--- config.mk ---
export PLATFORM = sky130hd
export DESIGN_NAME = psq_power_seq
export DESIGN_NICKNAME = d
export VERILOG_FILES = /design/src/rtl/psq_pkg.sv /design/src/rtl/psq_sync.sv /design/src/rtl/psq_countdown.sv /design/src/rtl/psq_fsm.sv /design/src/rtl/psq_outdec.sv /design/src/rtl/psq_power_seq.sv
export SDC_FILE = /design/constraint.sdc
export NUM_CORES = 1
export LEC_CHECK = 0
export BUFFER_PORTS_ARGS = -buffer_cell sky130_fd_sc_hd__buf_2
export CAP_MARGIN = 30
export CORE_ASPECT_RATIO = 1.4
export CORE_MARGIN = 1
export CORE_UTILIZATION = 46
export CTS_CLUSTER_DIAMETER = 30
export DETAILED_ROUTE_END_ITERATION = 8
export MAX_ROUTING_LAYER = met4
export PLACE_DENSITY = 0.73
export SYNTH_ARGS = -nofsm -noshare
export SYNTH_HDL_FRONTEND = slang
export SYNTH_HIERARCHICAL = 1
export SYNTH_SLANG_ARGS = --single-unit
--- constraint.sdc ---
create_clock -name clk -period 2.8 [get_ports clk]
set_input_delay 0.28 -clock clk [delete_from_list [all_inputs] [get_ports clk]]
set_output_delay 0.28 -clock clk [all_outputs]
set_load 0.05 [all_outputs]
--- src/rtl/psq_pkg.sv ---
package psq_pkg;

  typedef enum logic [2:0] {
    ST_IDLE  = 3'd0,
    ST_DATA  = 3'd1,
    ST_VOICE = 3'd2,
    ST_COUNT = 3'd3,
    ST_HALF  = 3'd4,
    ST_DOWN  = 3'd5
  } psq_state_e;

  localparam logic [1:0] CODE_DOWN  = 2'b00;
  localparam logic [1:0] CODE_IDLE  = 2'b01;
  localparam logic [1:0] CODE_DATA  = 2'b10;
  localparam logic [1:0] CODE_VOICE = 2'b11;

  typedef struct packed {
    logic [1:0] code;
    logic       mux;
    logic       dlc;
    logic       audio;
    logic       line;
    logic       regif;
    logic       pclk;
    logic       osc;
  } psq_outs_t;

endpackage

--- src/rtl/psq_sync.sv ---
module psq_sync #(
  parameter int WIDTH  = 1,
  parameter int STAGES = 2,
  parameter logic [WIDTH-1:0] RST_VAL = '0
) (
  input  logic             clk,
  input  logic             rst,
  input  logic [WIDTH-1:0] d,
  output logic [WIDTH-1:0] q
);
  logic [WIDTH-1:0] chain [STAGES];

  genvar g;
  generate
    for (g = 0; g < STAGES; g++) begin : g_stage
      if (g == 0) begin : g_first
        always_ff @(posedge clk) begin
          if (rst) chain[g] <= RST_VAL;
          else     chain[g] <= d;
        end
      end else begin : g_next
        always_ff @(posedge clk) begin
          if (rst) chain[g] <= RST_VAL;
          else     chain[g] <= chain[g-1];
        end
      end
    end
  endgenerate

  assign q = chain[STAGES-1];
endmodule

--- src/rtl/psq_countdown.sv ---
module psq_countdown #(
  parameter int CNT_W = 8
) (
  input  logic             clk,
  input  logic             rst,
  input  logic             run,
  output logic             done,
  output logic [CNT_W-1:0] cnt
);
  localparam logic [CNT_W-1:0] TERM = {CNT_W{1'b1}};

  always_ff @(posedge clk) begin
    if (rst || !run) cnt <= '0;
    else             cnt <= cnt + 1'b1;
  end

  assign done = run && (cnt == TERM);
endmodule

--- src/rtl/psq_fsm.sv ---
module psq_fsm
  import psq_pkg::*;
#(
  parameter int CNT_W = 8
) (
  input  logic             clk,
  input  logic             rst,
  input  logic             mode_wr,
  input  logic [1:0]       mode_code,
  input  logic             pd_en,
  input  logic             irq_n,
  input  logic             line_en,
  input  logic             line_deact,
  input  logic             line_act_done,
  input  logic             wake,
  input  logic             cnt_done,
  input  logic [CNT_W-1:0] cnt,
  output psq_state_e       st,
  output psq_state_e       nxt
);
  localparam logic [CNT_W-1:0] LAST = {CNT_W{1'b1}};

  always_comb begin
    nxt = st;
    unique case (st)
      ST_IDLE, ST_DATA, ST_VOICE: begin
        if (mode_wr) begin
          unique case (mode_code)
            CODE_VOICE: nxt = ST_VOICE;
            CODE_DATA:  nxt = ST_DATA;
            CODE_IDLE:  nxt = ST_IDLE;
            default:    nxt = pd_en ? ST_COUNT : st;
          endcase
        end
      end
      ST_COUNT: begin
        if (!irq_n)        nxt = ST_IDLE;
        else if (cnt_done) nxt = (line_en && !line_deact) ? ST_HALF : ST_DOWN;
      end
      ST_HALF: begin
        if (line_act_done)   nxt = ST_IDLE;
        else if (wake)       nxt = ST_IDLE;
        else if (line_deact) nxt = ST_DOWN;
      end
      ST_DOWN: begin
        if (wake) nxt = ST_IDLE;
      end
      default: nxt = ST_IDLE;
    endcase
  end

  always_ff @(posedge clk) begin
    if (rst) st <= ST_IDLE;
    else     st <= nxt;
  end

  AST_PD_GATED: assert property (@(posedge clk) disable iff (rst)
    (st == ST_COUNT && $past(st) != ST_COUNT) |-> $past(pd_en));
  AST_FULL_COUNT: assert property (@(posedge clk) disable iff (rst)
    (st == ST_COUNT && (nxt == ST_HALF || nxt == ST_DOWN)) |-> (cnt == LAST));
  AST_CANCEL: assert property (@(posedge clk) disable iff (rst)
    (st == ST_COUNT && !irq_n) |=> (st == ST_IDLE));
  AST_FROZEN_MODE: assert property (@(posedge clk) disable iff (rst)
    (st == ST_DOWN && !wake) |=> (st == ST_DOWN));
endmodule

--- src/rtl/psq_outdec.sv ---
module psq_outdec
  import psq_pkg::*;
(
  input  logic       clk,
  input  logic       rst,
  input  psq_state_e st,
  input  psq_state_e nxt,
  input  logic       line_act_done,
  output psq_outs_t  outs,
  output logic       dlc_stat_clr,
  output logic       act_irq
);
  psq_outs_t dec;

  always_comb begin
    dec = '{code: CODE_IDLE, mux: 1'b0, dlc: 1'b0, audio: 1'b0,
            line: 1'b1, regif: 1'b1, pclk: 1'b1, osc: 1'b1};
    unique case (nxt)
      ST_VOICE: begin
        dec.code = CODE_VOICE; dec.mux = 1'b1; dec.dlc = 1'b1; dec.audio = 1'b1;
      end
      ST_DATA: begin
        dec.code = CODE_DATA; dec.mux = 1'b1; dec.dlc = 1'b1;
      end
      ST_COUNT: dec.code = CODE_DOWN;
      ST_HALF: begin
        dec.code = CODE_DOWN; dec.regif = 1'b0; dec.pclk = 1'b0;
      end
      ST_DOWN: begin
        dec.code = CODE_DOWN; dec.regif = 1'b0; dec.pclk = 1'b0;
        dec.line = 1'b0; dec.osc = 1'b0;
      end
      default: ;
    endcase
  end

  always_ff @(posedge clk) begin
    if (rst) begin
      outs         <= '{code: CODE_IDLE, mux: 1'b0, dlc: 1'b0, audio: 1'b0,
                        line: 1'b1, regif: 1'b1, pclk: 1'b1, osc: 1'b1};
      dlc_stat_clr <= 1'b0;
      act_irq      <= 1'b0;
    end else begin
      outs         <= dec;
      dlc_stat_clr <= (nxt == ST_IDLE) && (st != ST_IDLE);
      act_irq      <= (st == ST_HALF) && line_act_done;
    end
  end

  AST_CLR_ONE: assert property (@(posedge clk) disable iff (rst)
    dlc_stat_clr |=> !dlc_stat_clr);
  AST_ACT_TO_IDLE: assert property (@(posedge clk) disable iff (rst)
    act_irq |-> (outs.code == CODE_IDLE));
  AST_STOP_ORDER: assert property (@(posedge clk) disable iff (rst)
    !outs.osc |-> !outs.pclk);
endmodule

--- src/rtl/psq_power_seq.sv ---
module psq_power_seq
  import psq_pkg::*;
#(
  parameter int CNT_W   = 8,
  parameter int SYNC_ST = 2
) (
  input  logic       clk,
  input  logic       rst,
  input  logic       mode_wr,
  input  logic [1:0] mode_code,
  input  logic       cfg_wr,
  input  logic       cfg_pd_en,
  input  logic       mux_conn_wr,
  input  logic       cs_n,
  input  logic       wr_n,
  input  logic       hook_pin,
  input  logic       hook_ie,
  input  logic       irq_n,
  input  logic       line_en,
  input  logic       line_deact,
  input  logic       line_act_done,
  output logic [1:0] mode_stat,
  output logic       en_mux,
  output logic       en_dlc,
  output logic       en_audio,
  output logic       en_line,
  output logic       en_regif,
  output logic       pclk_run,
  output logic       osc_run,
  output logic       dlc_stat_clr,
  output logic       act_irq,
  output logic       ser_drive
);
  localparam int NPIN = 3;

  logic [NPIN-1:0]  pins_s;
  logic             cs_s, wr_s, hook_s, hook_prev;
  logic             pd_en, wake, cnt_done;
  logic [CNT_W-1:0] cnt;
  psq_state_e       st, nxt;
  psq_outs_t        outs;

  psq_sync #(.WIDTH(NPIN), .STAGES(SYNC_ST), .RST_VAL(3'b110)) u_sync (
    .clk (clk),
    .rst (rst),
    .d   ({cs_n, wr_n, hook_pin}),
    .q   (pins_s)
  );
  assign {cs_s, wr_s, hook_s} = pins_s;

  always_ff @(posedge clk) begin
    if (rst) begin
      hook_prev <= 1'b0;
      pd_en     <= 1'b0;
      ser_drive <= 1'b0;
    end else begin
      hook_prev <= hook_s;
      if (cfg_wr)      pd_en     <= cfg_pd_en;
      if (mux_conn_wr) ser_drive <= 1'b1;
    end
  end

  assign wake = (!cs_s && !wr_s) || (hook_ie && (hook_s != hook_prev));

  psq_countdown #(.CNT_W(CNT_W)) u_cnt (
    .clk  (clk),
    .rst  (rst),
    .run  (st == ST_COUNT),
    .done (cnt_done),
    .cnt  (cnt)
  );

  psq_fsm #(.CNT_W(CNT_W)) u_fsm (
    .clk           (clk),
    .rst           (rst),
    .mode_wr       (mode_wr),
    .mode_code     (mode_code),
    .pd_en         (pd_en),
    .irq_n         (irq_n),
    .line_en       (line_en),
    .line_deact    (line_deact),
    .line_act_done (line_act_done),
    .wake          (wake),
    .cnt_done      (cnt_done),
    .cnt           (cnt),
    .st            (st),
    .nxt           (nxt)
  );

  psq_outdec u_dec (
    .clk           (clk),
    .rst           (rst),
    .st            (st),
    .nxt           (nxt),
    .line_act_done (line_act_done),
    .outs          (outs),
    .dlc_stat_clr  (dlc_stat_clr),
    .act_irq       (act_irq)
  );

  assign mode_stat = outs.code;
  assign en_mux    = outs.mux;
  assign en_dlc    = outs.dlc;
  assign en_audio  = outs.audio;
  assign en_line   = outs.line;
  assign en_regif  = outs.regif;
  assign pclk_run  = outs.pclk;
  assign osc_run   = outs.osc;

  AST_SER_STICKY: assert property (@(posedge clk) disable iff (rst)
    ser_drive |=> ser_drive);
  AST_AUDIO_NEEDS_FULL: assert property (@(posedge clk) disable iff (rst)
    en_audio |-> (mode_stat == CODE_VOICE));
endmodule

# [Yosys cells after proc, flatten, opt, wreduce, memory -nomap -nowiden]
# Memory sizes are Yosys's and may differ from the RTL's.
# Cells that the tools add are included.
[word_totals] reg_bits=24 latchBits=0 mem_bits_rw=6 rom_bits=0 inputBits=16 mem_count=1
[op_classes] n_addsub=1 mul=0 div=0 magnitude_cmp=0 eq_ne=15 shift=0 n_mux=21 bitwise_logic=2 n_reduce_logical=19
[mem_list] memory="u_sync.chain" words=2 width=3 rd=2 rd_clocked_by_memory_dff=0 write_ports=2 line_no="psq_sync.sv:11" text="logic [WIDTH-1:0] chain [STAGES];"
[ops] operator="2-to-1 mux 3 bit" count=10
[ops] operator="equality test 3 x 2 -> 1 bit (second input constant)" count=4
[ops] operator="equality test 3 bit (second input constant)" count=4
[ops] operator="case mux 3 bit (4 select lines)" count=1
[ops] operator="case mux 3 bit (3 select lines)" count=1
[ops] operator="adder 8 x 1 -> 8 bit (second input constant)" count=1
[ops] operator="equality test 8 bit (second input constant)" count=1
[ops] operator="equality test 3 x 1 -> 1 bit (second input constant)" count=2
[ops] operator="logical AND 1 bit" count=6
[ops] operator="logical NOT 3 bit" count=2
[ops] operator="2-to-1 mux 1 bit" count=6
[ops] operator="case mux 2 bit (3 select lines)" count=1
[ops] operator="OR reduction 3 bit" count=2
[ops] operator="equality test 2 bit (second input constant)" count=2
[ops] operator="logical NOT 1 bit" count=4
[ops] operator="2-to-1 mux 2 bit" count=2
[ops] operator="OR reduction 2 bit" count=2
[ops] operator="nonzero test 3 bit" count=1
[ops] operator="equality test 2 x 1 -> 1 bit (second input constant)" count=1
[ops] operator="logical OR 1 bit" count=2
[ops] operator="bitwise OR 1 bit" count=2
[ops] operator="inequality test 1 bit" count=1

# [Depth between registers and ports, before layout]
# Gate-level depths: netlist (run 1).
# An unclocked memory read counts as a cell.
[depth] word_depth=10 ltp_mapped=9

# [Hierarchy]
# The synthesis (run 1) kept the hierarchy.
[modules_own_cells] mod="psq_countdown" n_inst=1 cells_each=37 area_each_um2=324.1 seq_area_each_um2=160.2
[modules_own_cells] mod="psq_outdec" n_inst=1 cells_each=24 area_each_um2=267.8 seq_area_each_um2=160.2
[modules_own_cells] mod="psq_fsm" n_inst=1 cells_each=28 area_each_um2=226.5 seq_area_each_um2=60.1
[modules_own_cells] mod="psq_sync" n_inst=1 cells_each=12 area_each_um2=157.7 seq_area_each_um2=120.1
[modules_own_cells] mod="psq_power_seq" n_inst=1 cells_each=12 area_each_um2=112.6 seq_area_each_um2=60.1

# [Worst setup path before layout (run 1)]
# Ideal clock, no wire load.
[synth_timing] path_kind="reg-to-reg" startpoint="reg u_fsm.st[1]" endpoint="reg u_dec/outs[0] (netlist name)" t_arrival_ps=1807 required_time_ps=2680 slack_ps=873 stages_incl_launch_ff=10 path_buffers=0 path_cell_list="dfxtp_1 -> nand2_1 -> nor2_1 -> nand3_1 -> nor3_1 -> inv_1 -> a21oi_1 -> nor3_1 -> or3b_1 -> or2_1"
[synth_between] elab_chain_cells=7 elab_cells_between_ends=20 classes_between="eq/ne: 6; mux: 11; reduce/logical: 3"
[synth_lines] element="from (decl)" line_no="psq_fsm.sv:18" text="output psq_state_e st,"
[synth_lines] element="from (signal assigned)" line_no="psq_fsm.sv:54" text="else st <= nxt;"
[synth_lines] element="equality test 3 x 2 -> 1 bit" line_no="psq_power_seq.sv:68" text=".run (st == ST_COUNT),"
[synth_lines] element="logical AND 1 bit" line_no="psq_countdown.sv:17" text="assign done = run && (cnt == TERM);"
[synth_lines] element="via cnt_done" line_no="psq_power_seq.sv:38" text="logic pd_en, wake, cnt_done;"
[synth_lines] element="2-to-1 mux 3 bit" line_no="psq_fsm.sv:38" text="else if (cnt_done) nxt = (line_en && !line_deact) ? ST_HALF : ST_DOWN;"
[synth_lines] element="2-to-1 mux 3 bit" line_no="psq_fsm.sv:37" text="if (!irq_n) nxt = ST_IDLE;"
[synth_lines] element="case mux 3 bit (4 select lines)" line_no="psq_fsm.sv:25" text="unique case (st)"
[synth_lines] element="via nxt[1]" line_no="psq_power_seq.sv:40" text="psq_state_e st, nxt;"
[synth_lines] element="equality test 3 bit" line_no="psq_outdec.sv:18" text="unique case (nxt)"
[synth_lines] element="2-to-1 mux 1 bit" line_no="psq_outdec.sv:18"
# The timed path passes the listed nets, and every way through them passes these cells.
# A chain may end at the register's enable or synchronous reset.

# [Final worst setup path (run 1)]
[layout_timing] startpoint="reg u_fsm.st[1]" endpoint="reg u_dec.dlc_stat_clr"
[layout_between] elab_chain_cells=7 elab_cells_between_ends=21 classes_between="eq/ne: 5; mux: 10; reduce/logical: 6"
[layout_lines] element="equality test 3 x 2 -> 1 bit" line_no="psq_power_seq.sv:68"
[layout_lines] element="logical AND 1 bit" line_no="psq_countdown.sv:17"
[layout_lines] element="via cnt_done" line_no="psq_power_seq.sv:38"
[layout_lines] element="2-to-1 mux 3 bit" line_no="psq_fsm.sv:38"
[layout_lines] element="2-to-1 mux 3 bit" line_no="psq_fsm.sv:37"
[layout_lines] element="case mux 3 bit (4 select lines)" line_no="psq_fsm.sv:25"
[layout_lines] element="via nxt[0]" line_no="psq_power_seq.sv:40"
[layout_lines] element="logical NOT 3 bit" line_no="psq_outdec.sv:45" text="dlc_stat_clr <= (nxt == ST_IDLE) && (st != ST_IDLE);"
[layout_lines] element="logical AND 1 bit" line_no="psq_outdec.sv:45"
[layout_lines] element="to (signal assigned)" line_no="psq_outdec.sv:45"
[layout_lines] element="to (decl)" line_no="psq_outdec.sv:10" text="output logic dlc_stat_clr,"
# The timed path passes the listed nets, and every way through them passes these cells.

==> run metrics, run 1 <==
Max clock buf depth 2; Avg Inst Size Synth 9.633 um^2; Most common cell on crit path nand3_1; synthesized area 1089 um^2; die area 2568 um^2; Clock Pin Slew Worst Setup and Hold Paths 140 ps; CTS root buf clkbuf_4; Crit Path Class reg2reg; worst path arrival time 2470 ps; minimum clock period 2214 ps; Pwr Total 0.0006608 W; Syn Nets 130; max-slew violations 0; H-tree levels 1; Hold WC Path Type in2reg; # port buffers 27; CTS tree built; slew margin rel. 65.36%; EDFF count, synth 0; Final ANT Viol Nets 0; clock latency on the worst-skew pair 310 ps; Hold Vio Cnt, Final 0; Post-Synth Simple-Gate Area 29.20%; layout cells sized above 1 24.46%; ANT cells 0; overall global routing resource usage 16.33%; vias per std cell 5.391; Final nets 158; critical path's slowest cell dfxtp_1; Placer Congestion 0.8813; Detail Placement HPWL 1456 um; Starting Density 49.43%; First-pass DRT Iterations 4; hold path depth 2; clk_skew 9.161 ps; static leakage 0.5003 nW; core area 2202 um^2; initial antenna violation count 0; CP endpoint kind flop; Final period util 79.06%; final setup fails 0; drt drc 0; flop2flop setup slack 590 ps; ys flop type dfxtp_1; post-synthesis compound-gate area fraction 9.770%; Seq/Total Area, Yosys 51.49%; Die X 43.12 um; TritonCTS Buffers 3; worst-margin pin slew 515.7 ps; vias in the first global route 799; FF+latch count, synth 28; Sink Count 28; RSZ-0062 raised after global routing no; Setup TNS Final 0 ps; post-CTS resize count 0; total number of vias 868; Worst setup SP type flop; Req. time, crit path 3060 ps; cells along the critical path nand2_1 -> nor2_1 -> nand3_1 -> nor3_1 -> nand3b_1 -> a22oi_1 -> nand3_1 -> nor4_1 -> o31a_1; XOR/XNOR Fraction of Synth Area 4.023%; Cell variety after synth 37; critical-path maximum fanout 9; post-synthesis mux area share 0.9195%; async set or reset register ratio after synthesis 0%; Slowest Stage Delay on Critical Path 490 ps; first-pass GRT wire length 3091 um; largest family of logic cells by synthesized area simple AND/OR/NAND/NOR gates; row cnt 20; adder-cell share of the synthesized area 1.149%; status complete, no violations; Mapped Cells 113; peak supply drop 0.4343 mV; global route overflow 0; area grow syn2layout 14.60%; # IOs 28; die height 59.56 um; pwr dens 529.8 nW/um^2; Max Cap Violations 0; Reg2Reg Depth 9; Starting DRT DRC Count 30; Synthesis Warnings 6; r2r endpoint u_dec/dlc_stat_clr; mean routed wirelength per cell 12.02 um; f_max 0.4517 GHz; pin count of the biggest net entering global routing 21; Worst R2R Start u_fsm/st[1]; # hold bufs at CTS 0; total routed wirelength 1935 um; hold path endpoint u_sync/chain[0][2]; HP Start cs_n; Setup Fix Bufs, Post-CTS 0
layout by cell type (no fill, tap or decap), types with 2 or more instances in the layout:
master,instances
nor3b_1,2
nand3_1,4
dfxtp_1,28
o21ai_0,4
nor2b_1,5
buf_2,27
inv_1,3
xnor2_1,2
a21oi_1,4
nor3_1,4
clkbuf_4,3
nor2_1,12
nor4_1,3
nand2_1,6
nand2b_1,2
or3_1,3
xor2_1,3
or2_1,5
through the flow:
stage	area (um^2)	hold slack [ps]	std cells	worst slack [ps]	util (%)
global placement	1225	388.0	158	598.7	55.63
detailed placement	1225	393.0	158	646.9	55.63
finish	1247	129.6	161	586.4	56.65
CTS	1247	125.1	161	608.0	56.65
floorplan	1089	349.4	113	872.7	-
global route	1247	120.2	161	342.1	56.65
report_power, final:
part | internal [W] | switching (W) | total (W)
Clock | 0.0000503 | 0.000105 | 0.000156
Sequential | 0.000412 | 0.00000699 | 0.000419
Combinational | 0.0000304 | 0.0000557 | 0.0000861
worst max path at each step:
stage | startpoint | end | slack [ps] | depth (start not counted)
3_3_place_gp | u_fsm/st[1] | u_dec/dlc_stat_clr | 600 | 9
5_1_grt | u_fsm/st[1] | u_dec/dlc_stat_clr | 340 | 9
3_5_place_dp | u_fsm/st[1] | u_dec/dlc_stat_clr | 650 | 9
2_1_floorplan | u_fsm/st[1] | u_dec/outs[0] | 870 | 9
4_1_cts | u_fsm/st[1] | u_dec/dlc_stat_clr | 610 | 9
6_report | u_fsm/st[1] | u_dec/dlc_stat_clr | 590 | 9
cell type report:
class                   instances  area (um^2)
well taps                      22        27.53
inverters                       3        11.26
multi-input cells              78        490.5
fillers                       208        954.7
flip-flops and latches         28        560.5
clock buffers                   3        22.52
repair buffers                 27        135.1
cells by family after synthesis:
family / Yosys count
muxes: 1
xor gates and xnor gates: 5
AOI/OAI and AO/OA: 16
adders and majority gates: 1
buffers and inverters: 7
and+or+nand+nor: 55
DFF: 28
sequential cells by signal, indices dropped and copies added, names as in the netlist:
register / cells
u_cnt/cnt: 8
ser_drive: 1
u_dec/act_irq: 1
u_fsm/st: 3
u_sync/chain: 6
hook_prev: 1
u_dec/outs: 6
u_dec/dlc_stat_clr: 1
pd_en: 1
critical path, delay by kind of cell (launching register included):
family | cells | cell delay [ps]
compound gates | 2 | 420
flops | 1 | 490
simple gates | 7 | 1250
routing by layer:
metal | share of wire [%] | vias up | wire length [um] | GRT usage, %
met1 | 40 | 395 | 773 | 15.55
met2 | 55 | 23 | 1068 | 31.13
li1 | - | 446 | - | -
met4 | 1.7 | 0 | 33 | 8.658
met5 | 0 | - | 0 | -
met3 | 3.1 | 4 | 60 | 1.829
cell usage after synthesis, types with 2 or more instances:
cell type  count  area [um^2]
a21oi_1        4        20.02
buf_4          3        22.52
dfxtp_1       28        560.5
inv_1          3        11.26
nand2_1        6        22.52
nand2b_1       2        12.51
nand3_1        4        20.02
nor2_1        12        45.04
nor2b_1        5        31.28
nor3_1         4        20.02
nor3b_1        2        15.01
nor4_1         3        18.77
o21ai_0        4        20.02
or2_1          5        31.28
or3_1          3        18.77
xnor2_1        2        17.52
xor2_1         3        26.28
No activity file was read; power rests on OpenSTA's default activity.
==> inputs of run 2 (changes only) <==
--- a/config.mk
+++ b/config.mk
@@ -5,6 +5,7 @@
 export SDC_FILE = /design/constraint.sdc
 export NUM_CORES = 1
 export LEC_CHECK = 0
+export ABC_AREA = 1
 export BUFFER_PORTS_ARGS = -buffer_cell sky130_fd_sc_hd__buf_2
 export CAP_MARGIN = 30
 export CORE_ASPECT_RATIO = 1.4
@@ -13,7 +14,7 @@
 export CTS_CLUSTER_DIAMETER = 30
 export DETAILED_ROUTE_END_ITERATION = 8
 export MAX_ROUTING_LAYER = met4
-export PLACE_DENSITY = 0.73
+export PLACE_DENSITY = 0.75
 export SYNTH_ARGS = -nofsm -noshare
 export SYNTH_HDL_FRONTEND = slang
 export SYNTH_HIERARCHICAL = 1
==> constraint.sdc (replaced) <==
create_clock -name clk -period 1.8 [get_ports clk]
set_input_delay 0.18 -clock clk [delete_from_list [all_inputs] [get_ports clk]]
set_output_delay 0.18 -clock clk [all_outputs]
set_load 0.05 [all_outputs]
==> run metrics, run 2 <==
Sink Count 28; Mapped Cells 166; post-synthesis compound-gate area fraction 3.326%; static leakage 0.6877 nW; pin count of the biggest net entering global routing 17; Hold WC Path Type in2reg; core area 2391 um^2; Setup TNS Final 0 ps; area of the multi-input gates 491.7 um^2; most common cell after layout, fill and taps aside nand2_1; largest family of logic cells by synthesized area simple AND/OR/NAND/NOR gates; XOR/XNOR Fraction of Synth Area 0.7511%; ANT cells 0; H-tree levels 1; Fillers 221; layout cells sized above 1 25.38%; Post-Synth Simple-Gate Area 34.87%; # IOs 28; Synthesis Warnings 6; Cell variety after synth 19; top cell type's share of synthesized area 48.07%; Clock Pin Slew Worst Setup and Hold Paths 140 ps; most frequent cells after synthesis nand2_1, inv_1, nor2_1; initial antenna violation count 0; CP endpoint kind flop; slew margin rel. 82.75%; Syn Nets 183; vias per std cell 4.541; status complete, no violations; post-synthesis mux area share 0%; async set or reset register ratio after synthesis 0%; worst path arrival time 1980 ps; adder-cell share of the synthesized area 1.073%; Synth area leaders dfxtp_1, nand2_1, inv_1; Final period util 94.64%; Placer Congestion 0.8134; max FFs per register 8; pwr dens 858.5 nW/um^2; Largest regs u_cnt/cnt x8, u_dec/outs x6, u_sync/chain x6; commonest non-fill, non-tap cells in the layout nand2_1, inv_1, nor2_1, dfxtp_1, buf_2; area grow syn2layout 22.00%; minimum clock period 1704 ps; Detail Placement HPWL 1619 um; CTS root buf clkbuf_4; dpl cell area 1344 um^2; Max clock buf depth 2; f_max 0.5870 GHz; Final Non-Filler Cells 231; Finished Cell Area 1423 um^2; clock latency on the worst-skew pair 320 ps; Max Cap Violations 0; vias in the first global route 935; row cnt 21; peak supply drop 0.6369 mV; die height 61.58 um; total number of vias 1049; CTS tree built; Hold Vio Cnt, Final 0; Crit Path Class reg2reg; worst-margin pin slew 258.5 ps; ys flop type dfxtp_1; global route overflow 0; total routed wirelength 2195 um; Seq/Total Area, Yosys 48.07%; most flop-heavy register u_cnt/cnt; FF+latch count, synth 28; final setup fails 0; Die X 44.55 um; mean routed wirelength per cell 9.502 um; area leader, netlist dfxtp_1; critical-path maximum fanout 4; synthesized area 1166 um^2; clk_skew 2.651 ps; cell with the most instances after synthesis nand2_1; overall global routing resource usage 17.93%; Req. time, crit path 2080 ps; Starting DRT DRC Count 14; # port buffers 27; Final nets 215; Final ANT Viol Nets 0; Avg Inst Size Synth 7.025 um^2; First-pass DRT Iterations 4; first-pass GRT wire length 3463 um; EDFF count, synth 0; Setup Fix Bufs, Post-CTS 0; drt drc 0; placed cells 227; TritonCTS Buffers 3; Starting Density 48.77%; Pwr Total 0.001221 W; die area 2743 um^2; sequential cell area 561.8 um^2; max-slew violations 0; Worst setup SP type flop
## run 2: cell types whose count changed after synthesis, sizes merged, moves of 2 or more
cell	previous run	this run
nand2b	3	0
or3	3	0
nand2	6	42
nor3b	2	0
nor2b	5	0
nand3	5	12
nor4	3	0
or2	5	2
xnor2	2	0
xor2	3	1
nor2	12	34
inv	3	31
## run 2: worst max-delay path, cell delays in order, from the launching register on
cell and delay, ps:
dfxtp_1 410, ha_4 160, nand2_2 60, nor2_2 100, nand2_1 80, nor2_2 140
o21ai_0 100, nand3_1 130, inv_1 100, nor2_2 170, nand3_1 110, nand2_1 80
## run 2: final cells by class
cell class                 instances  share of cell area, %
sequential                        28                  39.49
clock buffer                       3                  1.583
clock inverter                     1                  2.111
timing repair buffer              30                  11.08
multi-input combinational        104                  34.56
inverter                          31                  8.179
tap                               34                  2.990
## run 2: what timing repair did
item | 4_1_cts | 5_1_grt
hold buffers | 0 | 0
setup endpoints to repair | 3 | 7
resized for setup | 1 | 7
pin swaps | 0 | 5
## run 2: logic make-up after synthesis
logic type                 Yosys count
and+or+nand+nor                     95
buffers and inverters               34
DFF                                 28
AOI/OAI and AO/OA                    7
xor gates and xnor gates             1
adders and majority gates            1
## run 2: per-stage QoR
stage	setup slack, ps	hold slack (ps)	util (%)
final	96.49	28.15	59.50
after global routing	-28.37	6.040	59.50
after CTS	27.07	15.41	58.45
after detailed placement	21.63	367.9	56.20
after global placement	104.2	360.1	56.20
after floorplan	167.1	249.1	-
## run 2: final timing paths
check                     start                 end  slack (ps)  depth (start not counted)
min                        cs_n  u_sync/chain[0][2]          30                          3
min reg2reg  u_sync/chain[0][0]  u_sync/chain[1][0]         420                          2
max                u_cnt/cnt[0]       u_dec/outs[8]         100                         11
max reg2reg        u_cnt/cnt[0]       u_dec/outs[8]         100                         11
## run 2: report_power, final
part           internal, W  switching [W]
sequential        0.000643     0.00000776
clock             0.000225       0.000179
combinational    0.0000500       0.000116
## run 2: per-layer routing
metal	wire [um]	global-route usage [%]	vias up
met4	65	11.69	0
met1	844	15.23	462
met3	72	2.933	8
met5	0	-	-
li1	-	-	557
met2	1213	34.87	22
==> inputs of run 3 (changes only) <==
--- a/config.mk
+++ b/config.mk
@@ -6,7 +6,7 @@
 export NUM_CORES = 1
 export LEC_CHECK = 0
 export ABC_AREA = 1
-export BUFFER_PORTS_ARGS = -buffer_cell sky130_fd_sc_hd__buf_2
+export BUFFER_PORTS_ARGS = -buffer_cell sky130_fd_sc_hd__buf_4
 export CAP_MARGIN = 30
 export CORE_ASPECT_RATIO = 1.4
 export CORE_MARGIN = 1
==> run metrics, run 3 (synthesis gave the netlist of run 2 again) <==
Fin Hold WS 26.31 ps; # port buffers 27; peak supply drop 0.3542 mV; Largest regs u_cnt/cnt x8, u_dec/outs x6, u_sync/chain x6; vias in the first global route 958; Die X 44.55 um; clk_skew 3.625 ps; CTS root buf clkbuf_4; first-pass GRT wire length 3588 um; CP endpoint kind flop; clock share of power 32.5%; mean routed wirelength per cell 9.815 um; Sw Ratio 24.56%; Worst setup SP type flop; Placer Congestion 0.8301; total number of vias 1060; TritonCTS Buffers 3; global route overflow 0; drt drc 0; Max clock buf depth 2; vias per std cell 4.549; max-slew violations 0; Final ANT Viol Nets 0; Starting DRT DRC Count 25; Most common cell on crit path nor2_2; critical-path maximum fanout 4; slew margin rel. 81.37%; ANT cells 0; First-pass DRT Iterations 4; cells along the critical path ha_2 -> nand2_2 -> nor2_2 -> nand2_1 -> nor2_2 -> o21ai_0 -> nand3_1 -> inv_1 -> nor2_2 -> nand3_1 -> nand2_1; max FFs per register 8; Final period util 95.89%; critical path's slowest cell dfxtp_2; core area 2391 um^2; f_max 0.5794 GHz; # hold bufs at CTS 0; final setup fails 0; most flop-heavy register u_cnt/cnt; worst-margin pin slew 279.1 ps; pin count of the biggest net entering global routing 17; Req. time, crit path 2070 ps; # IOs 28; status complete, no violations; pwr dens 825.3 nW/um^2; Buf+Inv Stages, Crit Path 1; Sink Count 28; Util after Layout 62.79%; Clock Pin Slew Worst Setup and Hold Paths 140 ps; minimum clock period 1726 ps; Slowest Stage Delay on Critical Path 360 ps; Final Non-Filler Cells 233; H-tree levels 1; Hold Vio Cnt, Final 0; Sw Pwr 0.0003044 W; Crit Path Class reg2reg; row cnt 21; most common cell after layout, fill and taps aside nand2_1; sequential share of power 52.8%; Setup WS post-layout 74.03 ps; Hold WC Path Type in2reg; layout cells sized above 1 27.14%; area grow syn2layout 28.76%; pre-CTS WS -0.4697 ps; dpl cell area 1404 um^2; family with the most delay on the worst path simple AND/OR/NAND/NOR gates; Finished Cell Area 1501 um^2; Starting Density 48.77%; placed cells 226; commonest non-fill, non-tap cells in the layout nand2_1, buf_4, inv_1, nor2_1, dfxtp_1; Logic pwr share 14.8%; die area 2743 um^2; Detail Placement HPWL 1672 um; overall global routing resource usage 18.49%; CTS tree built; die height 61.58 um; Max Cap Violations 0; static leakage 0.7234 nW; worst path arrival time 2000 ps; clock latency on the worst-skew pair 320 ps; initial antenna violation count 0; Internal 0.0009347 W; total routed wirelength 2287 um; Final nets 217
[run 3: cell type report]
class                   count  area, um^2
clock buffers               3       22.52
clock inverters             1       30.03
fillers                   214       889.6
inverters                  31       116.4
multi-input cells         104       486.7
flip-flops and latches     28       563.0
well taps                  34       42.54
repair buffers             32       240.2
[run 3: worst paths after layout]
kind / startpoint / endpoint / slack [ps] / cells after the start
worst max-delay path: u_cnt/cnt[0] / u_dec/outs[6] / 70 / 11
worst min-delay path: wr_n / u_sync/chain[0][1] / 30 / 3
worst max register to register: u_cnt/cnt[0] / u_dec/outs[6] / 70 / 11
worst min register to register: u_sync/chain[0][0] / u_sync/chain[1][0] / 420 / 2
[run 3: worst register-to-register path, delay by kind of cell (launching register included)]
kind | cells | cell delay [ps]
AO/OA/AOI/OAI | 1 | 110
flip-flops | 1 | 360
AND/OR/NAND/NOR | 8 | 920
buffers and inverters | 1 | 100
adder cells (fa/ha/maj) | 1 | 190
[run 3: timing repair]
item,in CTS,in global routing
gates resized for setup,2,7
setup endpoints to repair,4,6
buffers inserted,0,3
pin swaps,0,5
[run 3: power by group through the flow]
stage,sequential [W],combinational [W],clock (W)
finish,0.000654,0.000183,0.000402
detailed placement,0.000668,0.000178,0
global route,0.000657,0.000199,0.000447
floorplan,0.000709,0.0000693,0
CTS,0.000654,0.000178,0.000418
global placement,0.000667,0.000174,0
[run 3: metal layers]
metal / part of all wire, % / up-vias / track usage [%] / routed length (um)
li1: - / 562 / - / -
met1: 39 / 472 / 16.82 / 894
met2: 56 / 22 / 35.08 / 1280
met3: 3.8 / 4 / 3.812 / 86
met4: 1.1 / 0 / 9.957 / 25
met5: 0 / - / - / 0
[run 3: metrics by stage]
| step | setup TNS, ps | total power, W |
|---|---|---|
| floorplan | 0 | 0.0007784 |
| global placement | 0 | 0.0008401 |
| detailed placement | -0.4697 | 0.0008453 |
| CTS | 0 | 0.001250 |
| global route | -153.7 | 0.001304 |
| finish | 0 | 0.001239 |
